===== src/rtl/mdm_evt_pkg.sv =====
package mdm_evt_pkg;
  localparam int NUM_MODEM = 4;

  typedef enum int {
    SRC_CTS = 0,
    SRC_DSR = 1,
    SRC_RI  = 2,
    SRC_DCD = 3
  } modem_src_e;

  // sources that count only the asserted-to-deasserted change
  localparam logic [NUM_MODEM-1:0] TRAIL_ONLY = 4'b0100;
endpackage


===== src/rtl/mdm_edge_det.sv =====
module mdm_edge_det #(
  parameter int                W         = 4,
  parameter logic [W-1:0]      FALL_ONLY = '0
) (
  input  logic         clk,
  input  logic [W-1:0] line_i,
  output logic [W-1:0] evt_o
);
  logic [W-1:0] prev_q;

  // history follows the lines also during reset, so no event at reset exit
  always_ff @(posedge clk) begin
    prev_q <= line_i;
  end

  for (genvar i = 0; i < W; i++) begin : g_src
    if (FALL_ONLY[i]) begin : g_fall
      assign evt_o[i] = prev_q[i] & ~line_i[i];
    end else begin : g_any
      assign evt_o[i] = prev_q[i] ^ line_i[i];
    end
  end
endmodule


===== src/rtl/mdm_delta_latch.sv =====
module mdm_delta_latch #(
  parameter int W = 4
) (
  input  logic         clk,
  input  logic         rst,
  input  logic [W-1:0] evt_i,
  input  logic         clr_i,
  output logic [W-1:0] flags_d_o,
  output logic [W-1:0] flags_q_o
);
  // a new event beats a same-cycle clear
  assign flags_d_o = (flags_q_o & ~{W{clr_i}}) | evt_i;

  always_ff @(posedge clk) begin
    if (rst) flags_q_o <= '0;
    else     flags_q_o <= flags_d_o;
  end
endmodule


===== src/rtl/mdm_route.sv =====
module mdm_route #(
  parameter int W = 4
) (
  input  logic         clk,
  input  logic         rst,
  input  logic [W-1:0] evt_i,
  input  logic [W-1:0] flags_d_i,
  input  logic [W-1:0] mask_i,
  input  logic         sin_evt_i,
  input  logic         sin_mask_i,
  input  logic         irq_en_i,
  input  logic         lowpwr_i,
  input  logic         asleep_i,
  output logic         irq_o,
  output logic         pme_o,
  output logic         wake_o
);
  logic modem_hit;
  logic sin_hit;
  logic flag_hit;

  assign modem_hit = |(evt_i & ~mask_i);
  assign sin_hit   = sin_evt_i & ~sin_mask_i;
  assign flag_hit  = |(flags_d_i & ~mask_i);

  always_ff @(posedge clk) begin
    if (rst) begin
      irq_o  <= 1'b0;
      pme_o  <= 1'b0;
      wake_o <= 1'b0;
    end else begin
      irq_o  <= irq_en_i & flag_hit;
      pme_o  <= lowpwr_i & (modem_hit | sin_hit);
      wake_o <= asleep_i & modem_hit;
    end
  end
endmodule


===== src/rtl/mdm_evt_ctrl.sv =====
module mdm_evt_ctrl
  import mdm_evt_pkg::*;
(
  input  logic                 clk,
  input  logic                 rst,
  input  logic                 cts_i,
  input  logic                 dsr_i,
  input  logic                 ri_i,
  input  logic                 dcd_i,
  input  logic                 sin_i,
  input  logic                 mask_we_i,
  input  logic [NUM_MODEM-1:0] mdm_mask_i,
  input  logic                 sin_mask_i,
  input  logic                 msi_en_i,
  input  logic                 lowpwr_i,
  input  logic                 asleep_i,
  input  logic                 msr_rd_i,
  output logic                 irq_o,
  output logic                 pme_o,
  output logic                 wake_o,
  output logic [NUM_MODEM-1:0] delta_o
);
  logic [NUM_MODEM-1:0] lines;
  logic [NUM_MODEM-1:0] modem_evt;
  logic [NUM_MODEM-1:0] flags_d;
  logic [NUM_MODEM-1:0] mdm_mask_q;
  logic                 sin_mask_q;
  logic                 sin_evt;

  always_comb begin
    lines          = '0;
    lines[SRC_CTS] = cts_i;
    lines[SRC_DSR] = dsr_i;
    lines[SRC_RI]  = ri_i;
    lines[SRC_DCD] = dcd_i;
  end

  always_ff @(posedge clk) begin
    if (rst) begin
      mdm_mask_q <= '0;
      sin_mask_q <= 1'b0;
    end else if (mask_we_i) begin
      mdm_mask_q <= mdm_mask_i;
      sin_mask_q <= sin_mask_i;
    end
  end

  mdm_edge_det #(.W(NUM_MODEM), .FALL_ONLY(TRAIL_ONLY)) u_modem_edge (
    .clk    (clk),
    .line_i (lines),
    .evt_o  (modem_evt)
  );

  mdm_edge_det #(.W(1), .FALL_ONLY(1'b1)) u_sin_edge (
    .clk    (clk),
    .line_i (sin_i),
    .evt_o  (sin_evt)
  );

  mdm_delta_latch #(.W(NUM_MODEM)) u_flags (
    .clk       (clk),
    .rst       (rst),
    .evt_i     (modem_evt),
    .clr_i     (msr_rd_i),
    .flags_d_o (flags_d),
    .flags_q_o (delta_o)
  );

  mdm_route #(.W(NUM_MODEM)) u_route (
    .clk        (clk),
    .rst        (rst),
    .evt_i      (modem_evt),
    .flags_d_i  (flags_d),
    .mask_i     (mdm_mask_q),
    .sin_evt_i  (sin_evt),
    .sin_mask_i (sin_mask_q),
    .irq_en_i   (msi_en_i),
    .lowpwr_i   (lowpwr_i),
    .asleep_i   (asleep_i),
    .irq_o      (irq_o),
    .pme_o      (pme_o),
    .wake_o     (wake_o)
  );
endmodule


===== config.mk =====
export PLATFORM = sky130hd
export DESIGN_NAME = mdm_evt_ctrl
export DESIGN_NICKNAME = d
export VERILOG_FILES = /design/src/rtl/mdm_evt_pkg.sv /design/src/rtl/mdm_edge_det.sv /design/src/rtl/mdm_delta_latch.sv /design/src/rtl/mdm_route.sv /design/src/rtl/mdm_evt_ctrl.sv
export SDC_FILE = /design/constraint.sdc
export NUM_CORES = 1
export LEC_CHECK = 0
export BUFFER_PORTS_ARGS = -buffer_cell sky130_fd_sc_hd__buf_4
export CORE_UTILIZATION = 25
export DETAILED_ROUTE_END_ITERATION = 10
export GPL_TIMING_DRIVEN = 0
export PLACE_DENSITY = 0.49
export SLEW_MARGIN = 40
export SYNTH_ARGS = -nofsm -noshare
export SYNTH_HDL_FRONTEND = slang
export SYNTH_SLANG_ARGS = --single-unit

===== constraint.sdc =====
create_clock -name clk -period 2.2 [get_ports clk]
set_input_delay 0.66 -clock clk [delete_from_list [all_inputs] [get_ports clk]]
set_output_delay 0.66 -clock clk [all_outputs]
set_load 0.02 [all_outputs]

==> flow_summary.json, run 1 <==
{
  "outcome": "complete, no violations",
  "synth_cells": 62,
  "max-cap-violations": 0,
  "power_mw": 0.5970,
  "die_y_um": 51.12,
  "hp-class": "in2reg",
  "relSlewSlack": 0.6961,
  "regToRegEndpoint": "u_route.pme_o",
  "die_area_um2": 2613,
  "numCtsBuffers": 3,
  "hp-start": "sin_i",
  "max_freq_mhz": 700.2,
  "grt_max_degree": 11,
  "clockRootBuffer": "clkbuf_4",
  "antenna-diode-count": 0,
  "rsz0062_at_grt": "no",
  "dr_wl_met3_um": 64,
  "grt_pass1_wl_um": 1904,
  "hold_end": "u_sin_edge.prev_q",
  "layout_commonest_cell": "buf_4",
  "ctsResizeCount": 0,
  "synthesis.nets": 79,
  "die_w_um": 51.12,
  "synth.area.top_cells": "dfxtp_1 (56%), mux2i_1 (8.3%), nor2_1 (8.1%)",
  "yosysTopAreaCell": "dfxtp_1",
  "track_usage": 0.1041,
  "ctsHoldBuffers": 0,
  "io_pins": 24,
  "dpl.hpwl_um": 900.9,
  "fin_crit_sh": 0.6491,
  "p_leak_nw": 0.3842,
  "layout-drive-gt1-share": 0.2955,
  "fillCellCount": 253,
  "top_layer_used": "met4",
  "clock_skew_ns": 0.002115,
  "drtIter0Drc": 3,
  "grt_pass1_vias": 431,
  "std_cell_rows": 17,
  "core_area_um2": 2233,
  "wl_per_cell_um": 10.17,
  "crit_chain": "buf_4",
  "syn2layout_area_growth_pct": 37.55,
  "path_class": "reg2out",
  "slowest_stage": "dfxtp_1",
  "power_density_nw_per_um2": 719.7,
  "antenna_found_initial": 0,
  "critPathBufInv": 1,
  "detail_route.first_pass.iterations": 2,
  "h-tree-depth": 1,
  "antenna_left": 0,
  "cp-end-kind": "primary output",
  "wl_met1_um": 596,
  "r2r-start": "u_modem_edge.prev_q[1]",
  "drv_slew": 0,
  "clk-insertion-delay-late_ns": 0.28,
  "route.detailed.drc": 0,
  "dp_worst_setup_slack_ns": 0.6904,
  "post_cts_buffers": 0,
  "grt_overflow": 0,
  "worstMarginPinSlew_ns": 0.4559,
  "finalHoldViolCount": 0,
  "met2WireLength_um": 505,
  "cpPeakStageDelay_ns": 0.35,
  "whs_path_depth": 1,
  "cp-start-kind": "flip-flop",
  "worstPathArrival_ns": 0.77,
  "start_util": 0.2700,
  "worstRegToRegCells": 3,
  "cp_max_fo": 2,
  "io_buffers": 22,
  "ys_seq_elements": 17,
  "ir_drop_v": 0.0003102,
  "cts_tree": "done",
  "netlist_area_um2": 603.1,
  "seq_area_frac_synth": 0.5643,
  "vias": 474,
  "syn_area_per_cell_um2": 9.727,
  "synth_top_area_share": 0.5643,
  "final_core_util": 0.3714,
  "viasPerCell": 4.086,
  "path_delay_family": "flip-flops",
  "setup_violations": 0,
  "timing.final.ws_setup_ns": 0.7719,
  "required_ns": 1.54,
  "setup-tns-final_ns": 0,
  "finalCriticalPeriod_ns": 1.428,
  "final_cell_mix": "buf_4 (22), dfxtp_1 (17), nor2_1 (13)",
  "clock_sinks": 17,
  "path_clk_slew_ns": 0.09,
  "wirelength_um": 1180,
  "reg2reg_slack_ns": 1.16,
  "gp_congestion": 0.6890,
  "synth_cell_types": 15,
  "ctsLongestPathBuffers": 2,
  "nets": 106,
  "yosysWarningCount": 0
}
[per-stage QoR]
| stage | area [um2] | hold WS, ns | std cells |
|---|---|---|---|
| floorplan | 603.1 | 0.4533 | 62 |
| global placement | 803.3 | 0.4675 | 112 |
| detailed placement | 803.3 | 0.4855 | 112 |
| CTS | 829.5 | 0.4682 | 116 |
| global route | 829.5 | 0.4464 | 116 |
| finish | 829.5 | 0.4851 | 116 |
[cell families (layout without fill, tap and decap cells)]
| kind of cell | Yosys count | count (layout) | synth area share |
|---|---|---|---|
| simple gates | 21 | 21 | 0.1681 |
| flops | 17 | 17 | 0.5643 |
| compound gates | 9 | 9 | 0.09543 |
| buf+inv | 7 | 33 | 0.04563 |
| mux | 5 | 5 | 0.08299 |
| xor+xnor | 3 | 3 | 0.04358 |
[layer usage]
metal | GRT usage | vias up
met1 | 0.1318 | 204
met3 | 0.03571 | 2
met2 | 0.1404 | 14
met5 | 0 | -
met4 | 0.08333 | 0
li1 | - | 254
[flip-flops by register name (all words and copies together), names as in the netlist]
signal               cells
u_route.pme_o            1
mdm_mask_q               4
u_flags.flags_q_o        4
sin_mask_q               1
u_sin_edge.prev_q        1
u_route.irq_o            1
u_route.wake_o           1
u_modem_edge.prev_q      4
[Yosys cell counts]
| master | instances |
|---|---|
| a21oi_1 | 1 |
| nor2_1 | 13 |
| clkbuf_1 | 1 |
| xor2_1 | 3 |
| mux2i_1 | 5 |
| buf_2 | 1 |
| nand2b_1 | 2 |
| dfxtp_1 | 17 |
| a22oi_1 | 2 |
| nor2b_1 | 5 |
| a41oi_1 | 1 |
| or3b_1 | 1 |
| a311oi_1 | 1 |
| o21ai_0 | 4 |
| inv_1 | 5 |
[cell type report]
| class | count | area [um2] | share of cell area |
|---|---|---|---|
| Buffer | 2 | 8.758 | 0.01056 |
| Sequential cell | 17 | 340.3 | 0.4103 |
| Multi-Input combinational cell | 38 | 235.2 | 0.2836 |
| Tap cell | 28 | 35.03 | 0.04223 |
| Clock buffer | 4 | 26.28 | 0.03167 |
| Inverter | 5 | 18.77 | 0.02262 |
| Timing Repair Buffer | 22 | 165.2 | 0.1991 |
[power breakdown]
| group | internal (mW) | switching (mW) |
|---|---|---|
| clock network | 0.0703 | 0.0919 |
| registers | 0.328 | 0.00766 |
| logic | 0.0506 | 0.0488 |
[worst max path at each step]
stage,slack (ns),cells after the start,endpoint,startpoint
detailed placement,0.69,4,u_route.pme_o,dsr_i
floorplan,0.89,2,u_route.pme_o,sin_i
CTS,0.76,1,delta_o[0],u_flags.flags_q_o[0]
finish,0.77,1,delta_o[0],u_flags.flags_q_o[0]
global placement,0.70,4,u_route.pme_o,dsr_i
global route,0.70,1,delta_o[0],u_flags.flags_q_o[0]
Note: power is estimated with default switching activity, not from simulation.
==> inputs of run 2 (changes only) <==
--- a/config.mk
+++ b/config.mk
@@ -9,7 +9,7 @@
 export CORE_UTILIZATION = 25
 export DETAILED_ROUTE_END_ITERATION = 10
 export GPL_TIMING_DRIVEN = 0
-export PLACE_DENSITY = 0.49
+export PLACE_DENSITY = 0.5
 export SLEW_MARGIN = 40
 export SYNTH_ARGS = -nofsm -noshare
 export SYNTH_HDL_FRONTEND = slang
==> constraint.sdc (replaced) <==
create_clock -name clk -period 1.2 [get_ports clk]
set_input_delay 0.36 -clock clk [delete_from_list [all_inputs] [get_ports clk]]
set_output_delay 0.36 -clock clk [all_outputs]
set_load 0.02 [all_outputs]
==> run 2 against run 1 <==
Effect of this change: non-clock buffer count is the same; global-route usage shrank 0.31 points; register-to-register slack lost 0.99 ns; critical path depth is the same; power grew 83%; via count grew 1.7%; combinational power grew 82%; cell area is the same; final cell count is the same.
==> flow_summary.json, run 2 (synthesis gave the netlist of run 1 again) <==
{
  "route.detailed.drc": 0,
  "p_leak_nw": 0.3842,
  "drv_slew": 0,
  "reg.largest.list": "mdm_mask_q (4), u_flags.flags_q_o (4), u_modem_edge.prev_q (4)",
  "nets": 106,
  "path_class": "reg2out",
  "cp_max_fo": 2,
  "h-tree-depth": 1,
  "track_usage": 0.1011,
  "outcome": "complete, no violations",
  "ctsResizeCount": 0,
  "std_cell_rows": 17,
  "io_buffers": 22,
  "fin_crit_sh": 0.9389,
  "wirelength_um": 1137,
  "wl_per_cell_um": 9.802,
  "final_cell_mix": "buf_4 (22), dfxtp_1 (17), nor2_1 (13)",
  "numCtsBuffers": 3,
  "gp_congestion": 0.6383,
  "drtIter0Drc": 12,
  "timing.final.ws_setup_ns": 0.07332,
  "grt_pass1_wl_um": 1835,
  "vias": 482,
  "clk-insertion-delay-late_ns": 0.28,
  "die_y_um": 51.12,
  "antenna_left": 0,
  "die_w_um": 51.12,
  "path_clk_slew_ns": 0.09,
  "holdWs_ns": 0.1827,
  "crit_chain": "buf_4",
  "syn2layout_area_growth_pct": 37.55,
  "slowest_stage": "dfxtp_1",
  "worstPathArrival_ns": 0.77,
  "finalCriticalPeriod_ns": 1.127,
  "core_area_um2": 2233,
  "ir_drop_v": 0.0005981,
  "finalHoldViolCount": 0,
  "antenna_found_initial": 0,
  "required_ns": 0.84,
  "cts_tree": "done",
  "power_density_nw_per_um2": 1316,
  "antenna-diode-count": 0,
  "cp-end-kind": "primary output",
  "rsz0062_at_grt": "no",
  "detail_route.first_pass.iterations": 4,
  "grt_pass1_vias": 432,
  "max_freq_mhz": 887.6,
  "path_delay_family": "flip-flops",
  "post_cts_buffers": 0,
  "ctsHoldBuffers": 0,
  "clockRootBuffer": "clkbuf_4",
  "max-cap-violations": 0,
  "setup_violations": 0,
  "clock_skew_ns": 0.003589,
  "ctsLongestPathBuffers": 2,
  "grt_overflow": 0,
  "cpPeakStageDelay_ns": 0.35,
  "start_util": 0.2700,
  "cp-start-kind": "flip-flop",
  "clock_sinks": 17,
  "dpl.hpwl_um": 879.6,
  "setup-tns-final_ns": 0,
  "viasPerCell": 4.155,
  "fillCellCount": 246,
  "dp_worst_setup_slack_ns": 0.009125,
  "layout-drive-gt1-share": 0.2955,
  "critPathBufInv": 1,
  "io_pins": 24,
  "die_area_um2": 2613,
  "relSlewSlack": 0.6938,
  "layout_commonest_cell": "buf_4",
  "grt_max_degree": 11,
  "worstMarginPinSlew_ns": 0.4593,
  "hp-class": "in2reg"
}
## run 2: worst paths after layout
kind,to,slack (ns),startpoint,depth (start not counted)
min reg2reg,mdm_mask_q[3],0.50,mdm_mask_q[3],2
max reg2reg,u_route.pme_o,0.17,u_modem_edge.prev_q[1],3
min,u_sin_edge.prev_q,0.18,sin_i,1
max,delta_o[0],0.07,u_flags.flags_q_o[0],1
## run 2: layout make-up
class	count	area (um2)	area share
tap	28	35.03	0.04223
timing repair buffer	22	165.2	0.1991
multi-input combinational	38	235.2	0.2836
buffer	2	8.758	0.01056
clock buffer	4	26.28	0.03167
sequential	17	340.3	0.4103
inverter	5	18.77	0.02262
## run 2: stage by stage
stage               instance area [um2]  power, mW  std cells    util
finish                            829.5      1.092        116  0.3714
global route                      829.5      1.167        116  0.3714
CTS                               829.5      1.107        116  0.3714
detailed placement                803.3     0.8109        112  0.3597
global placement                  803.3     0.8106        112  0.3597
floorplan                         603.1     0.7240         62       -
## run 2: power breakdown
group / internal (mW) / total (mW) / switching, mW
sequential: 0.601 / 0.615 / 0.0144
clock: 0.129 / 0.295 / 0.166
combinational: 0.0928 / 0.181 / 0.0887
## run 2: worst reg2reg max path, delay by kind of cell (launching register included)
| family | cells | cell delay (ns) |
|---|---|---|
| xor gates and xnor gates | 1 | 0.21 |
| AOI/OAI and AO/OA | 2 | 0.41 |
| DFF | 1 | 0.33 |
## run 2: layer usage
metal,global-route usage,share of wire,up-vias
li1,-,-,254
met1,0.1248,0.47,209
met2,0.1404,0.44,17
met3,0.03274,0.077,2
met4,0.08333,0.014,0
met5,0,0,-
